[config.mk]
export PLATFORM = sky130hd
export DESIGN_NAME = halt_group_engine
export DESIGN_NICKNAME = d
export VERILOG_FILES = /design/src/rtl/halt_group_engine.sv
export SDC_FILE = /design/constraint.sdc
export NUM_CORES = 1
export LEC_CHECK = 0
export ABC_CLOCK_PERIOD_IN_PS = 1500
export BUFFER_PORTS_ARGS = -buffer_cell sky130_fd_sc_hd__buf_2
export CAP_MARGIN = 20
export CORE_MARGIN = 2
export CORE_UTILIZATION = 30
export CTS_BUF_LIST = sky130_fd_sc_hd__clkbuf_16
export CTS_CLUSTER_DIAMETER = 60
export DETAILED_ROUTE_END_ITERATION = 12
export SLEW_MARGIN = 20
export SYNTH_ARGS = -nofsm -noshare
export SYNTH_HDL_FRONTEND = slang
export SYNTH_SLANG_ARGS = --single-unit
[constraint.sdc]
create_clock -name clk -period 1.5 [get_ports clk]
set_input_delay 0.3 -clock clk [delete_from_list [all_inputs] [get_ports clk]]
set_output_delay 0.3 -clock clk [all_outputs]
set_load 0.02 [all_outputs]
[src/rtl/halt_group_engine.sv]
module halt_group_engine #(
  parameter int NUM_HARTS  = 4,
  parameter int NUM_TRIGS  = 2,
  parameter int NUM_GROUPS = 4,
  parameter int GF_W       = 3,
  localparam int HID_W = (NUM_HARTS  > 1) ? $clog2(NUM_HARTS)  : 1,
  localparam int TID_W = (NUM_TRIGS  > 1) ? $clog2(NUM_TRIGS)  : 1,
  localparam int GW    = (NUM_GROUPS > 1) ? $clog2(NUM_GROUPS) : 1
) (
  input  logic                 clk,
  input  logic                 rst_n,
  input  logic                 cfg_valid,
  input  logic                 cfg_write,
  input  logic                 cfg_sel_trig,
  input  logic [GF_W-1:0]      cfg_group,
  input  logic [TID_W-1:0]     cfg_trig_idx,
  input  logic [NUM_HARTS-1:0] hart_sel_mask,
  input  logic [HID_W-1:0]     hart_sel_id,
  output logic [GF_W-1:0]      cfg_rd_group,
  input  logic                 halt_evt,
  input  logic [HID_W-1:0]     halt_evt_id,
  input  logic [NUM_HARTS-1:0] halted,
  input  logic [NUM_TRIGS-1:0] trig_in,
  input  logic [NUM_TRIGS-1:0] trig_out_ack,
  output logic [NUM_HARTS-1:0] grp_halt_irq,
  output logic [NUM_TRIGS-1:0] trig_out_req
);

  localparam logic [GF_W:0] GROUP_LIMIT = (GF_W+1)'(NUM_GROUPS);

  logic [NUM_HARTS-1:0][GW-1:0] hart_grp;
  logic [NUM_TRIGS-1:0][GW-1:0] trig_grp;
  logic [NUM_TRIGS-1:0]         trig_prev;
  logic [NUM_GROUPS-1:1]        fired_q;
  logic [NUM_GROUPS-1:0]        fired;
  logic                         wr_ok;
  logic                         evt_fresh;
  logic [GW-1:0]                rd_sel;

  assign wr_ok     = cfg_valid && cfg_write && ({1'b0, cfg_group} < GROUP_LIMIT);
  assign evt_fresh = halt_evt && !halted[halt_evt_id];
  assign fired     = {fired_q, 1'b0};

  always_ff @(posedge clk) begin
    if (!rst_n) begin
      hart_grp  <= '0;
      trig_grp  <= '0;
      trig_prev <= '0;
    end else begin
      trig_prev <= trig_in;
      for (int h = 0; h < NUM_HARTS; h++)
        if (wr_ok && !cfg_sel_trig && hart_sel_mask[h])
          hart_grp[h] <= cfg_group[GW-1:0];
      for (int t = 0; t < NUM_TRIGS; t++)
        if (wr_ok && cfg_sel_trig && (cfg_trig_idx == TID_W'(t)))
          trig_grp[t] <= cfg_group[GW-1:0];
    end
  end

  always_comb begin
    rd_sel = '0;
    if (cfg_sel_trig) begin
      for (int t = 0; t < NUM_TRIGS; t++)
        if (cfg_trig_idx == TID_W'(t)) rd_sel = trig_grp[t];
    end else begin
      for (int h = 0; h < NUM_HARTS; h++)
        if (hart_sel_id == HID_W'(h)) rd_sel = hart_grp[h];
    end
  end
  assign cfg_rd_group = GF_W'(rd_sel);

  for (genvar g = 1; g < NUM_GROUPS; g++) begin : g_group
    logic hart_hit, trig_hit, all_halted, all_acked;

    always_comb begin
      hart_hit   = evt_fresh && (hart_grp[halt_evt_id] == GW'(g));
      trig_hit   = 1'b0;
      all_halted = 1'b1;
      all_acked  = 1'b1;
      for (int h = 0; h < NUM_HARTS; h++)
        if (hart_grp[h] == GW'(g) && !halted[h]) all_halted = 1'b0;
      for (int t = 0; t < NUM_TRIGS; t++)
        if (trig_grp[t] == GW'(g)) begin
          if (trig_in[t] && !trig_prev[t]) trig_hit = 1'b1;
          if (!trig_out_ack[t]) all_acked = 1'b0;
        end
    end

    always_ff @(posedge clk) begin
      if (!rst_n)                                  fired_q[g] <= 1'b0;
      else if (fired_q[g] && all_halted && all_acked) fired_q[g] <= 1'b0;
      else if (hart_hit || trig_hit)               fired_q[g] <= 1'b1;
    end
  end

  always_comb begin
    for (int h = 0; h < NUM_HARTS; h++) grp_halt_irq[h] = fired[hart_grp[h]];
    for (int t = 0; t < NUM_TRIGS; t++) trig_out_req[t] = fired[trig_grp[t]];
  end

endmodule

==> results by group <==
Status
  – Run status: finished with violations
  – Failing checks: negative setup slack

Clock tree
  – Clk buf depth: 2
  – CTS clk-pin slew, worst paths: 0.05 ns
  – Number of H-tree levels: 1
  – Number of buffers inserted during clock tree synthesis: 3
  – Clk_lat worst skew: about 0.25 ns
  – CTS Sinks: 17
  – CTS tree: built
  – CTS hold repair buffers: 0
  – Root Buffer: clkbuf_16

Timing
  – RSZ-0062 raised after global routing: true
  – Final Hold Fails: 0
  – Final worst path period share: 111%
  – PnR worst setup slack: -0.167 ns
  – Slew Viols, Final: 0
  – Final setup fails: 8
  – Hold Slack: between 0.2 and 0.3 ns
  – Worst Skew: between 0.0007 and 0.0008 ns
  – Period minus WS final: ~1.7 ns
  – Max Fclk: roughly 600 MHz

Drt
  – DRT antenna net count: 0
  – Vias per inst: between 5 and 6
  – Vias: around 1300
  – Drt pass-1 iters: 4
  – WL per Instance: 13.8 um
  – Final WL: 3.41 mm
  – Initial DRC count: between 40 and 50
  – Residual DRC: 0

Critical path
  – Critical R2R Capture: fired[1]$_SDFFE_PP0P_
  – R2R Setup Slk: -0.09 ns
  – Register-to-Register Path Depth: 6
  – CP Class: flop to output pin
  – Worst Path Arrival: around 1.4 ns
  – CP endpoint kind: output pin
  – Slowest-stage cell, CP: mux4_2
  – Startpoint types: flop
  – CP max FO: 3
  – Worst-path cell chain: mux4_2, nor2_1, a21oi_1, buf_4
  – FF-to-FF Start: hart_grp[7]$_SDFFE_PN0P_
  – Slowest stage delay, CP: between 0.4 and 0.5 ns
  – Critical path required time: about 1.2 ns

Global route
  – Largest net degree at the start of global routing: 18
  – Grt total ovfl: 0
  – Total track usage: 16.3%
  – Initial antenna violation count: 0
  – Vias in the first global route: 1168
  – First-pass GRT wire length: 5.60 mm

Logic synthesis
  – Sequential fraction of the synthesis area: 27.3%
  – Area contributors post-synth: dfxtp_1, nand2_1, mux4_2
  – Cell Area, Synth: between 0.001 and 0.0015 mm2
  – YS warnings: 0
  – Yosys top cell by area: dfxtp_1
  – Unique cell type count in the Yosys netlist: 34
  – Synth Instances: between 150 and 200
  – Post-synth net total: 177
  – Synthesized flop and latch total: 17
  – Post-synth top area share: approximately 27%
  – Avg Inst Size Synth: 8.25 um2

Floorplanning
  – # rows: 23
  – Top-level I/O count: 35
  – Die height: 68.5 um
  – Initial core utilization: 31.2%
  – Die Span X: between 60 and 70 um
  – CORE AREA: 0.00400 mm2
  – DIE AREA: around 0.0047 mm2

Layout
  – Fin nets: 225
  – Share of cells above drive strength 1: between 40% and 50%
  – Most frequent cells in the layout: buf_2, nand2_1, buf_4
  – Area growth syn-to-layout: 44.7%
  – Filler cells: just under 400
  – Commonest non-fill, non-tap cell in the layout: buf_2
  – Non-Filler Instances: 248
  – Post-layout util: a little under half
  – Antenna Cells: 0

Worst hold path
  – Worst hold path class: input pin to flop
  – Min-Delay Path Depth: 2
  – Worst hold start: trig_in[0]
  – Hold path endpoint: trig_prev[0]$_SDFF_PN0_

Pwr
  – Power Density: between 600 and 700 mW/mm2
  – Peak supply drop: between 0.0004 and 0.0005 V
  – Leak: about 0.7 nW
  – Final Power: between 0.001 and 0.0015 W

Placement
  – Routability Congestion: slightly above 0.8
  – Pre-CTS setup slack: -0.0786 ns
  – I/O Buffers: 33
  – Detailed placement HPWL: ~2.5 mm
  – Placed cell count: ~240

Run
  – Maxcap violations: 0
==> kinds of logic (layout without fill, tap and decap cells) <==
kind of cell	count (synthesis)	after routing	synth area share, %
AND/OR/NAND/NOR	81	81	37.3
AO/OA/AOI/OAI	27	27	13.7
flip-flops	17	17	27.3
multiplexers	15	15	18.0
buffers and inverters	10	57	3.41
other	1	1	0.301
==> state kept, by name, indices dropped and copies added (netlist names) <==
register / cells
trig_grp: 4
fired: 3
trig_prev: 2
hart_grp: 8
==> worst max path at each step <==
stage / start / slack, ns / endpoint
6_report: hart_grp[7]$_SDFFE_PN0P_ / -0.17 / cfg_rd_group[1]
5_1_grt: hart_grp[7]$_SDFFE_PN0P_ / -0.21 / cfg_rd_group[1]
4_1_cts: hart_grp[7]$_SDFFE_PN0P_ / -0.19 / cfg_rd_group[1]
3_5_place_dp: hart_sel_id[1] / -0.08 / cfg_rd_group[1]
3_3_place_gp: hart_sel_id[1] / -0.08 / cfg_rd_group[1]
2_1_floorplan: trig_grp[3]$_SDFFE_PN0P_ / 0.03 / trig_out_req[1]
==> synthesized netlist by cell type (all sizes together) <==
cell type / number
o211ai: 1
nor3b: 8
mux2: 6
nor3: 4
nand4: 3
or3b: 2
inv: 2
nor2b: 2
a31oi: 1
a22oi: 1
nand2b: 3
or2: 1
a41oi: 1
nand3b: 6
nor2: 6
nand2: 27
and2: 2
o21ai: 11
nor4bb: 4
mux4: 5
a21boi: 10
mux2i: 4
buf: 2
and4bb: 1
clkbuf: 6
nand4b: 2
conb: 1
nand3: 8
dfxtp: 17
a21oi: 2
and3: 2
==> worst max-delay path: cells and delay by family, from the launching register on <==
kind | cells | cell delay, ns
AOI/OAI and AO/OA | 1 | 0.05
buffers and inverters | 1 | 0.16
DFF | 1 | 0.34
muxes | 1 | 0.47
and+or+nand+nor | 1 | 0.10
==> layer usage <==
layer	track usage [%]	routed length (um)	vias to the layer above
li1	-	-	651
met1	20.9	1510	599
met2	25.6	1630	27
met3	4.61	201	8
met4	6.25	77	0
met5	0	0	-
==> where the power goes <==
part	switching, W	leakage, nW	internal (W)	total (W)
logic	0.0000706	0.514	0.0000807	0.000151
clock network	0.000172	0.0423	0.000354	0.000526
registers	0.00000980	0.145	0.000453	0.000463
total	0.000252	0.701	0.000888	0.00114
==> per-stage QoR <==
stage          instance area, um2  TNS, ns
2_1_floorplan                1250        0
3_3_place_gp                 1520  -0.0920
3_5_place_dp                 1520  -0.0859
4_1_cts                      1710   -0.618
5_1_grt                      1800    -1.01
6_report                     1800   -0.627
==> final cells by class <==
| type | instances | area [um2] | share of cell area (%) |
|---|---|---|---|
| inverter | 2 | 7.51 | 0.416 |
| tap | 50 | 62.6 | 3.47 |
| clock buffer | 3 | 75.1 | 4.16 |
| multi-input combinational | 124 | 928 | 51.5 |
| timing repair buffer | 51 | 358 | 19.8 |
| sequential | 17 | 368 | 20.4 |
| clock inverter | 1 | 3.75 | 0.208 |
==> timing repair <==
item / 4_1_cts / 5_1_grt
gates resized for setup: 37 / 25
endpoints found under the setup margin: 8 / 10
pin swaps: 5 / 7
buffers inserted: 6 / 1
Note: power is estimated with default switching activity, not from simulation.
